`config.mk`:
```
export PLATFORM = sky130hd
export DESIGN_NAME = gpio_irq_ctrl
export DESIGN_NICKNAME = d
export VERILOG_FILES = /design/src/rtl/gpio_irq_pkg.sv /design/src/rtl/gpio_irq_sync.sv /design/src/rtl/gpio_irq_setclr.sv /design/src/rtl/gpio_irq_detect.sv /design/src/rtl/gpio_irq_ctrl.sv
export SDC_FILE = /design/constraint.sdc
export NUM_CORES = 1
export LEC_CHECK = 0
export BUFFER_PORTS_ARGS = -buffer_cell sky130_fd_sc_hd__buf_2
export CAP_MARGIN = 20
export CORE_ASPECT_RATIO = 0.75
export CORE_MARGIN = 3
export CORE_UTILIZATION = 54
export DETAILED_ROUTE_END_ITERATION = 6
export PLACE_DENSITY = 0.76
export RECOVER_POWER = 25
export SLEW_MARGIN = 20
export SYNTH_ARGS = -nofsm -noshare
export SYNTH_HDL_FRONTEND = slang
export SYNTH_SLANG_ARGS = --single-unit
```
`constraint.sdc`:
```
create_clock -name clk_i -period 1.3 [get_ports clk_i]
set_input_delay 0.065 -clock clk_i [delete_from_list [all_inputs] [get_ports clk_i]]
set_output_delay 0.065 -clock clk_i [all_outputs]
set_load 0.02 [all_outputs]
```
`src/rtl/gpio_irq_pkg.sv`:
```
package gpio_irq_pkg;
  localparam int ADDR_W = 4;

  localparam logic [ADDR_W-1:0] A_IEN_SET = 4'd0;
  localparam logic [ADDR_W-1:0] A_IEN_CLR = 4'd1;
  localparam logic [ADDR_W-1:0] A_MASK    = 4'd2;
  localparam logic [ADDR_W-1:0] A_STATUS  = 4'd3;
  localparam logic [ADDR_W-1:0] A_XM_SET  = 4'd4;
  localparam logic [ADDR_W-1:0] A_XM_CLR  = 4'd5;
  localparam logic [ADDR_W-1:0] A_LVL_SEL = 4'd6;
  localparam logic [ADDR_W-1:0] A_EDG_SEL = 4'd7;
  localparam logic [ADDR_W-1:0] A_HI_SEL  = 4'd8;
  localparam logic [ADDR_W-1:0] A_LO_SEL  = 4'd9;
endpackage

```
`src/rtl/gpio_irq_sync.sv`:
```
module gpio_irq_sync #(
  parameter int W      = 32,
  parameter int STAGES = 2
) (
  input  logic         clk_i,
  input  logic         rst_ni,
  input  logic [W-1:0] d_i,
  output logic [W-1:0] q_o
);
  logic [W-1:0] stage_q [STAGES];

  for (genvar s = 0; s < STAGES; s++) begin : g_stage
    always_ff @(posedge clk_i or negedge rst_ni) begin
      if (!rst_ni)    stage_q[s] <= '0;
      else if (s == 0) stage_q[s] <= d_i;
      else            stage_q[s] <= stage_q[(s == 0) ? 0 : s-1];
    end
  end

  assign q_o = stage_q[STAGES-1];
endmodule

```
`src/rtl/gpio_irq_setclr.sv`:
```
module gpio_irq_setclr #(
  parameter int           W       = 32,
  parameter logic [W-1:0] RST_VAL = '0
) (
  input  logic         clk_i,
  input  logic         rst_ni,
  input  logic [W-1:0] set_i,
  input  logic [W-1:0] clr_i,
  output logic [W-1:0] q_o
);
  always_ff @(posedge clk_i or negedge rst_ni) begin
    if (!rst_ni) q_o <= RST_VAL;
    else         q_o <= (q_o | set_i) & ~clr_i;
  end
endmodule

```
`src/rtl/gpio_irq_detect.sv`:
```
module gpio_irq_detect #(
  parameter int W = 32
) (
  input  logic         clk_i,
  input  logic         rst_ni,
  input  logic [W-1:0] lvl_i,
  input  logic [W-1:0] xmode_i,
  input  logic [W-1:0] level_i,
  input  logic [W-1:0] pol_i,
  output logic [W-1:0] evt_o
);
  logic [W-1:0] prev_q;

  always_ff @(posedge clk_i or negedge rst_ni) begin
    if (!rst_ni) prev_q <= '0;
    else         prev_q <= lvl_i;
  end

  for (genvar n = 0; n < W; n++) begin : g_pin
    logic rise, fall;
    assign rise = lvl_i[n] & ~prev_q[n];
    assign fall = ~lvl_i[n] & prev_q[n];
    always_comb begin
      if (!xmode_i[n])     evt_o[n] = rise | fall;
      else if (level_i[n]) evt_o[n] = pol_i[n] ? lvl_i[n] : ~lvl_i[n];
      else                 evt_o[n] = pol_i[n] ? rise : fall;
    end
  end
endmodule

```
`src/rtl/gpio_irq_ctrl.sv`:
```
module gpio_irq_ctrl
  import gpio_irq_pkg::*;
#(
  parameter int W = 32
) (
  input  logic              clk_i,
  input  logic              rst_ni,
  input  logic [W-1:0]      pin_i,
  input  logic              bus_en_i,
  input  logic              bus_we_i,
  input  logic [ADDR_W-1:0] bus_addr_i,
  input  logic [W-1:0]      bus_wdata_i,
  output logic [W-1:0]      bus_rdata_o,
  output logic              irq_o
);
  logic         wr, rd_status;
  logic [W-1:0] pin_s;
  logic [W-1:0] mask_q, xmode_q, level_q, pol_q, status_q, evt;

  assign wr        = bus_en_i & bus_we_i;
  assign rd_status = bus_en_i & ~bus_we_i & (bus_addr_i == A_STATUS);

  function automatic logic [W-1:0] wsel(input logic [ADDR_W-1:0] a);
    return (wr && bus_addr_i == a) ? bus_wdata_i : '0;
  endfunction

  gpio_irq_sync #(.W(W), .STAGES(2)) u_sync (
    .clk_i, .rst_ni, .d_i(pin_i), .q_o(pin_s)
  );

  gpio_irq_setclr #(.W(W)) u_mask (
    .clk_i, .rst_ni, .set_i(wsel(A_IEN_SET)), .clr_i(wsel(A_IEN_CLR)), .q_o(mask_q)
  );
  gpio_irq_setclr #(.W(W)) u_xmode (
    .clk_i, .rst_ni, .set_i(wsel(A_XM_SET)), .clr_i(wsel(A_XM_CLR)), .q_o(xmode_q)
  );
  gpio_irq_setclr #(.W(W)) u_level (
    .clk_i, .rst_ni, .set_i(wsel(A_LVL_SEL)), .clr_i(wsel(A_EDG_SEL)), .q_o(level_q)
  );
  gpio_irq_setclr #(.W(W)) u_pol (
    .clk_i, .rst_ni, .set_i(wsel(A_HI_SEL)), .clr_i(wsel(A_LO_SEL)), .q_o(pol_q)
  );

  gpio_irq_detect #(.W(W)) u_det (
    .clk_i, .rst_ni, .lvl_i(pin_s), .xmode_i(xmode_q), .level_i(level_q),
    .pol_i(pol_q), .evt_o(evt)
  );

  // events arriving in the clearing cycle survive the clear
  always_ff @(posedge clk_i or negedge rst_ni) begin
    if (!rst_ni) status_q <= '0;
    else         status_q <= (rd_status ? '0 : status_q) | evt;
  end

  assign irq_o = |(status_q & mask_q);

  always_comb begin
    unique case (bus_addr_i)
      A_IEN_SET, A_IEN_CLR, A_MASK: bus_rdata_o = mask_q;
      A_STATUS:                     bus_rdata_o = status_q;
      A_XM_SET, A_XM_CLR:           bus_rdata_o = xmode_q;
      A_LVL_SEL, A_EDG_SEL:         bus_rdata_o = level_q;
      A_HI_SEL, A_LO_SEL:           bus_rdata_o = pol_q;
      default:                      bus_rdata_o = '0;
    endcase
  end
endmodule

```
# After elaboration in Yosys (flattened, before gate mapping)

Cells that the tools add are included.

Flip-flop bits (word level): 256
Bits in latches: 0
Memory bits (read-only): 0
Output and inout port bits: 33
Input bits: 72
Memories kept: 0
Memory bits (writable): 0

Bitwise operators: 178
Shifts and indexed selects: 0
Reduce and logical (&&, ||, !) cells: 14
$mul: 0
Equality and inequality tests: 9
Multiplexer cells: 138
Add/subtract/negate cells: 0
Divide/modulo/power cells: 0
Order comparisons: 0

Operators with widths:

| kind                                                 | count |
|---|---|
| two-way mux 32 bit                                   | 9 |
| bitwise AND 32 bit                                   | 5 |
| OR 32 bit                                            | 5 |
| case mux 32 bit (5 select lines)                     | 1 |
| two-way mux 1 bit                                    | 128 |
| inverter 32 bit                                      | 4 |
| bitwise AND 1 bit                                    | 67 |
| inverter 1 bit                                       | 65 |
| OR 1 bit                                             | 32 |
| OR reduction 32 bit                                  | 1 |
| equality test 4 x 3 -> 1 bit (second input constant) | 4 |
| equality test 4 x 2 -> 1 bit (second input constant) | 2 |
| equality test 4 bit (second input constant)          | 2 |
| logical AND 1 bit                                    | 8 |
| OR reduction 2 bit                                   | 3 |
| equality test 4 x 1 -> 1 bit (second input constant) | 1 |
| zero test 4 bit                                      | 1 |
| OR reduction 3 bit                                   | 1 |

# Longest topological paths before layout

Word-level depth: 6
Gate-level depth with buffers: 7
Gate-level depth less buffers: 6

# Hierarchy

Synthesis repeated with hierarchy kept, for this count alone.

Cell total of the unflattened synthesis: 1244
Area, all modules: 13624.3 µm²

Modules (own cells, without submodules):

| module          | cells an instance | times used | sequential area each (µm²) | area an instance (µm²) |
|---|---|---|---|---|
| gpio_irq_setclr | 64                | 4          | 800.8                      | 1121.1 |
| gpio_irq_ctrl   | 508               | 1          | 800.8                      | 3895.0 |
| gpio_irq_detect | 384               | 1          | 800.8                      | 3403.3 |
| gpio_irq_sync   | 96                | 1          | 1601.5                     | 1841.8 |

# Worst setup path before layout

OpenSTA, ideal clock, no wires.

Path kind: register -> register
Start point: register u_sync.stage_q, in the netlist u_sync.q_o[30]
End point: register status_q[30]
Buffers on the path: 0
Path slack: -0.062 ns
Cell stages (with the launch flop): 7
Arrival: 1.236 ns
Clock period less this slack: 1.362 ns
Cell sequence: dfrtp_1 -> inv_1 -> ha_1 -> nor2b_1 -> a211oi_1 -> a21oi_1 -> a221o_1

Cells in the longest elaborated chain, start to end: 6
Elaborated cells between the ends (all ways): 9
Classes of those cells: mux: 4; bitwise: 5

Ends and longest elaborated chain:

| element                          | RTL line                                     | source |
|---|---|---|
| start: declaration               | gpio_irq_sync.sv:10                          | `logic [W-1:0] stage_q [STAGES];` |
| start signal: indexed assignment | gpio_irq_sync.sv:15                          | `else if (s == 0) stage_q[s] <= d_i;` |
| start signal: indexed assignment | gpio_irq_sync.sv:16                          | `else stage_q[s] <= stage_q[(s == 0) ? 0 : s-1];` |
| inverter 1 bit                   | gpio_irq_detect.sv:22, gpio_irq_detect.sv:25 |  |
| bitwise AND 1 bit                | gpio_irq_detect.sv:22                        | `assign fall = ~lvl_i[n] & prev_q[n];` |
| two-way mux 1 bit                | gpio_irq_detect.sv:26                        | `else evt_o[n] = pol_i[n] ? rise : fall;` |
| two-way mux 1 bit                | gpio_irq_detect.sv:25                        | `else if (level_i[n]) evt_o[n] = pol_i[n] ? lvl_i[n] : ~lvl_i[n];` |
| two-way mux 1 bit *              | gpio_irq_detect.sv:24                        | `if (!xmode_i[n]) evt_o[n] = rise \| fall;` |
| OR 32 bit *                      | gpio_irq_ctrl.sv:52                          | `else status_q <= (rd_status ? '0 : status_q) \| evt;` |
| end signal: assignment           | gpio_irq_ctrl.sv:52                          |  |
| end: declaration                 | gpio_irq_ctrl.sv:18                          | `logic [W-1:0] mask_q, xmode_q, level_q, pol_q, status_q, evt;` |

Every way passes the cells marked *; elsewhere a longest branch is shown, timed or not.

# Worst setup path after layout

Start point: register u_mask.q_o[17]
End point: output irq_o

Cells in the longest elaborated chain, start to end: 2

Ends and longest elaborated chain:

| element                  | RTL line              | source |
|---|---|---|
| start: declaration       | gpio_irq_setclr.sv:9  | `output logic [W-1:0] q_o` |
| start signal: assignment | gpio_irq_setclr.sv:13 | `else q_o <= (q_o \| set_i) & ~clr_i;` |
| bitwise AND 32 bit       | gpio_irq_ctrl.sv:55   | `assign irq_o = \|(status_q & mask_q);` |
| OR reduction 32 bit      | gpio_irq_ctrl.sv:55   |  |
| end: declaration         | gpio_irq_ctrl.sv:14   | `output logic irq_o` |

Every way passes these cells.

==> flow_summary.toml <==
[pwr]
vdd_ir_drop_max_v = 0.00108
power_per_cell_area_mw_per_mm2 = 1370
p_leak_nw = 7.32
sum_of_internal_switching_and_leakage_power_mw = 22.0

[floorplan]
floorplan.initialDensity_pct = 55.9
total_die_area_mm2 = 0.0231
placement_row_count = 45
core_area_mm2 = 0.0206
die_w_um = 175
io-pin-count = 105
die-height_um = 133

[grt]
global_route.usage.total_pct = 29.6
grt_first_pass_wirelength_um = 55300
grt_max_degree = 55
antenna_found_initial = 2
vias_in_the_first_global_route = 10500
grt-ovfl-total = 0

[sta]
fin_worst_skew_ns = 0.00775
hold_slack_ns = 0.166
maxSlewHeadroom_pct = 28.6
grt_setup_unrepaired = "yes"
timing_worst_slew_pin_value_ns = 1.07
finalWorstPathRequiredPeriod_ns = 2.19
final_max_slew_viol_count = 0
setup_ws_ns = -0.893
fmaxAchievable_mhz = 456
final.period_utilization_pct = 169
final.setup.tns_ns = -16.22
finalHoldViolations = 0
timing.final.setup_violations = 44

[synthesis]
yosys_warnings = 0
synth.yosys.seq_area_share_pct = 55.6
synthesis.area_mm2 = 0.0115
syn_avg_cell_area_um2 = 10.6
post_synth_num_cell_types = 33
synth_nets = 1220
synthMuxAreaShare_pct = 0.586
ys.flop_type = "dfrtp_1"
yosys.area.top_type_share_pct = 55.6
synth_edf_count = 0
synth_adder_area_share_pct = 6.95
synthCells = 1084
async_reset_ff_share_pct = 100
synth_simple_gate_area_share_pct = 6.96
synth_top_family_by_area = "compound AO/OA/AOI/OAI gates"
synth_area_leader_cell = "dfrtp_1"
synth_compound_area_share_pct = 24.3
post_synth_xor_area_fraction_pct = 0.0760
synth_top_cells_by_area = "dfrtp_1 56%, a21oi_1 11%, ha_1 6.9%, a22oi_1 3.1%, nor2b_1 3.0%"
synth.ff_latch_count = 256

[setup_path]
cpLargestDelayFamily = "simple AND/OR/NAND/NOR gates"
worstPathArrival_ns = 2.13
endpoint_required_time_on_the_critical_path_ns = 1.24
timing.critical_path.buf_inv = 1
critical_path_class = "reg -> out"
critical_path.startpoint_type = "flip-flop"
worst_path_largest_cell_delay_ns = 0.61
worst_setup_path_end_kind = "primary output"
worstPathMaxFanout = 2
critical_path.slowest_cell = "or4_4"
timing.critical_path.cells = "a22oi_2 > nand4_1 > or4_4 > buf_6"

[place]
dpl_cell_area_mm2 = 0.0135
hpwl_um = 22300
last_weighted_congestion_value_of_the_routability_driven_placer = 0.863
portBuffers = 104
placed_cells_incl_taps = 1558
pre_cts_slack_ns = -0.392

[clock_network]
cts-root-to-sink-buffers = 3
path_clk_slew_ns = 0.06
cts_htree_levels = 1
cts.sink_count = 256
total_clock_buffers_created_by_cts = 24
clockRootBuffer = "clkbuf_16"
clkLatencyLatePin_ns = 0.53
tritoncts_clock_tree = "built"

[route]
detailedRoute.firstIterationViolations = 1436
detailroute.via_count = 10600
post-route-drc-count = 1
drtPass1Iterations = 7
detail_route.wl_per_cell_um = 21.7
ant_nets = 0
final_routed_wirelength_across_all_metal_layers_um = 36800
route.detailed.vias_per_inst = 6.27

[final_layout]
layout-area-overhead-vs-synth_pct = 39.5
finalCoreUtilization_pct = 78.0
final_design_area_no_fill_mm2 = 0.0161
fin_nets = 1530
num-fill-cells = 1207
multi_input_comb_area_mm2 = 0.00515
layout-drive-gt1-share_pct = 34.3
final_cell_count_no_fill = 1694
final-seq-area_mm2 = 0.00641

[status]
result_of_the_run = "complete, but fails checks"
failing_checks = "DRC, setup timing"

[hold_path]
worstHoldPathType = "in -> reg"

[flow_run]
cap_violations = 0
flip-flops by register name, summed over array words and instances (netlist names):
register,cells
status_q,32
u_mask.q_o,32
u_sync.q_o,32
u_level.q_o,32
u_xmode.q_o,32
u_pol.q_o,32
u_sync.stage_q,32
u_det.prev_q,32
final timing paths:
kind | depth (start not counted) | to | slack [ns] | from
setup / recovery | 4 | irq_o | -0.89 | u_mask.q_o[17]
hold / removal | 4 | status_q[30] | 0.17 | bus_en_i
hold reg to reg | 0 | u_sync.q_o[1] | 0.35 | u_sync.stage_q[33]
max in group asynchronous | 3 | u_sync.q_o[6] | 0.09 | rst_ni
min in group asynchronous | 2 | u_pol.q_o[23] | 0.28 | rst_ni
setup reg to reg | 6 | status_q[30] | -0.22 | u_sync.q_o[30]
layout make-up:
| cell class | count | area share [%] |
|---|---|---|
| Sequential cell | 256 | 39.9 |
| Tap cell | 282 | 2.20 |
| Clock buffer | 32 | 4.37 |
| Timing Repair Buffer | 366 | 19.1 |
| Clock inverter | 11 | 0.810 |
| Multi-Input combinational cell | 682 | 32.1 |
| Inverter | 64 | 1.49 |
| Antenna cell | 1 | 0.0156 |
cells by family after synthesis:
| family | count (synthesis) |
|---|---|
| AOI/OAI and AO/OA | 464 |
| DFF | 256 |
| and+or+nand+nor | 147 |
| buffers and inverters | 146 |
| adders and majority gates | 64 |
| muxes | 6 |
| xor gates and xnor gates | 1 |
synth_stat cells, drive strengths merged (2+ instances only):
cell type,count
a22oi,47
o21ai,67
nand4,4
buf,64
inv,64
clkbuf,18
nor2b,55
ha,64
nor2,32
o211ai,26
o311ai,26
a222oi,31
mux2,6
nand2,38
nand3b,2
nor4,3
nand2b,3
a21oi,259
a221o,7
nor3,4
dfrtp,256
tightest hold or removal path, stage by stage:
cell and delay [ns]:
buf_2 0.12, nand3b_2 0.13, buf_4 0.18, a221o_1 0.16
report_power, final:
| group | leakage, nW | switching [mW] | internal (mW) |
|---|---|---|---|
| registers | 3.03 | 1.10 | 8.93 |
| logic | 3.87 | 2.29 | 2.24 |
| clock network | 0.420 | 3.06 | 4.38 |
| total | 7.32 | 6.45 | 15.6 |
metal layers:
| metal | vias up | track usage [%] | wire, um |
|---|---|---|---|
| met5 | - | 0 | 13 |
| met4 | 2 | 10.2 | 1490 |
| met3 | 158 | 5.82 | 3610 |
| met2 | 693 | 47.8 | 17500 |
| met1 | 5197 | 40.5 | 14200 |
| li1 | 4563 | - | - |
layout by cell type, fill, tap and decap left out, types with 8 or more instances in the layout:
master	count
nor2_1	23
buf_2	75
a22oi_2	8
nor2b_4	16
o211ai_1	26
o21ai_2	8
o311ai_2	16
ha_1	22
inv_1	60
ha_4	12
buf_12	13
ha_2	30
o21ai_1	53
nor2b_1	32
nand2_1	35
clkbuf_16	25
dlygate4sd3_1	65
a22oi_1	39
clkinv_2	8
a222oi_1	31
buf_6	49
a21oi_1	257
buf_4	162
o311ai_1	9
dfrtp_1	249
repair_timing:
item | 4_1_cts | 5_1_grt
endpoints found under the hold margin | 416 | 0
endpoints found under the setup margin | 53 | 65
pin swaps | 52 | 111
cloned | 0 | 0
gates resized for setup | 90 | 190
hold buffers | 65 | 0
buffers inserted | 26 | 14
(Power assumes the default switching activity.)
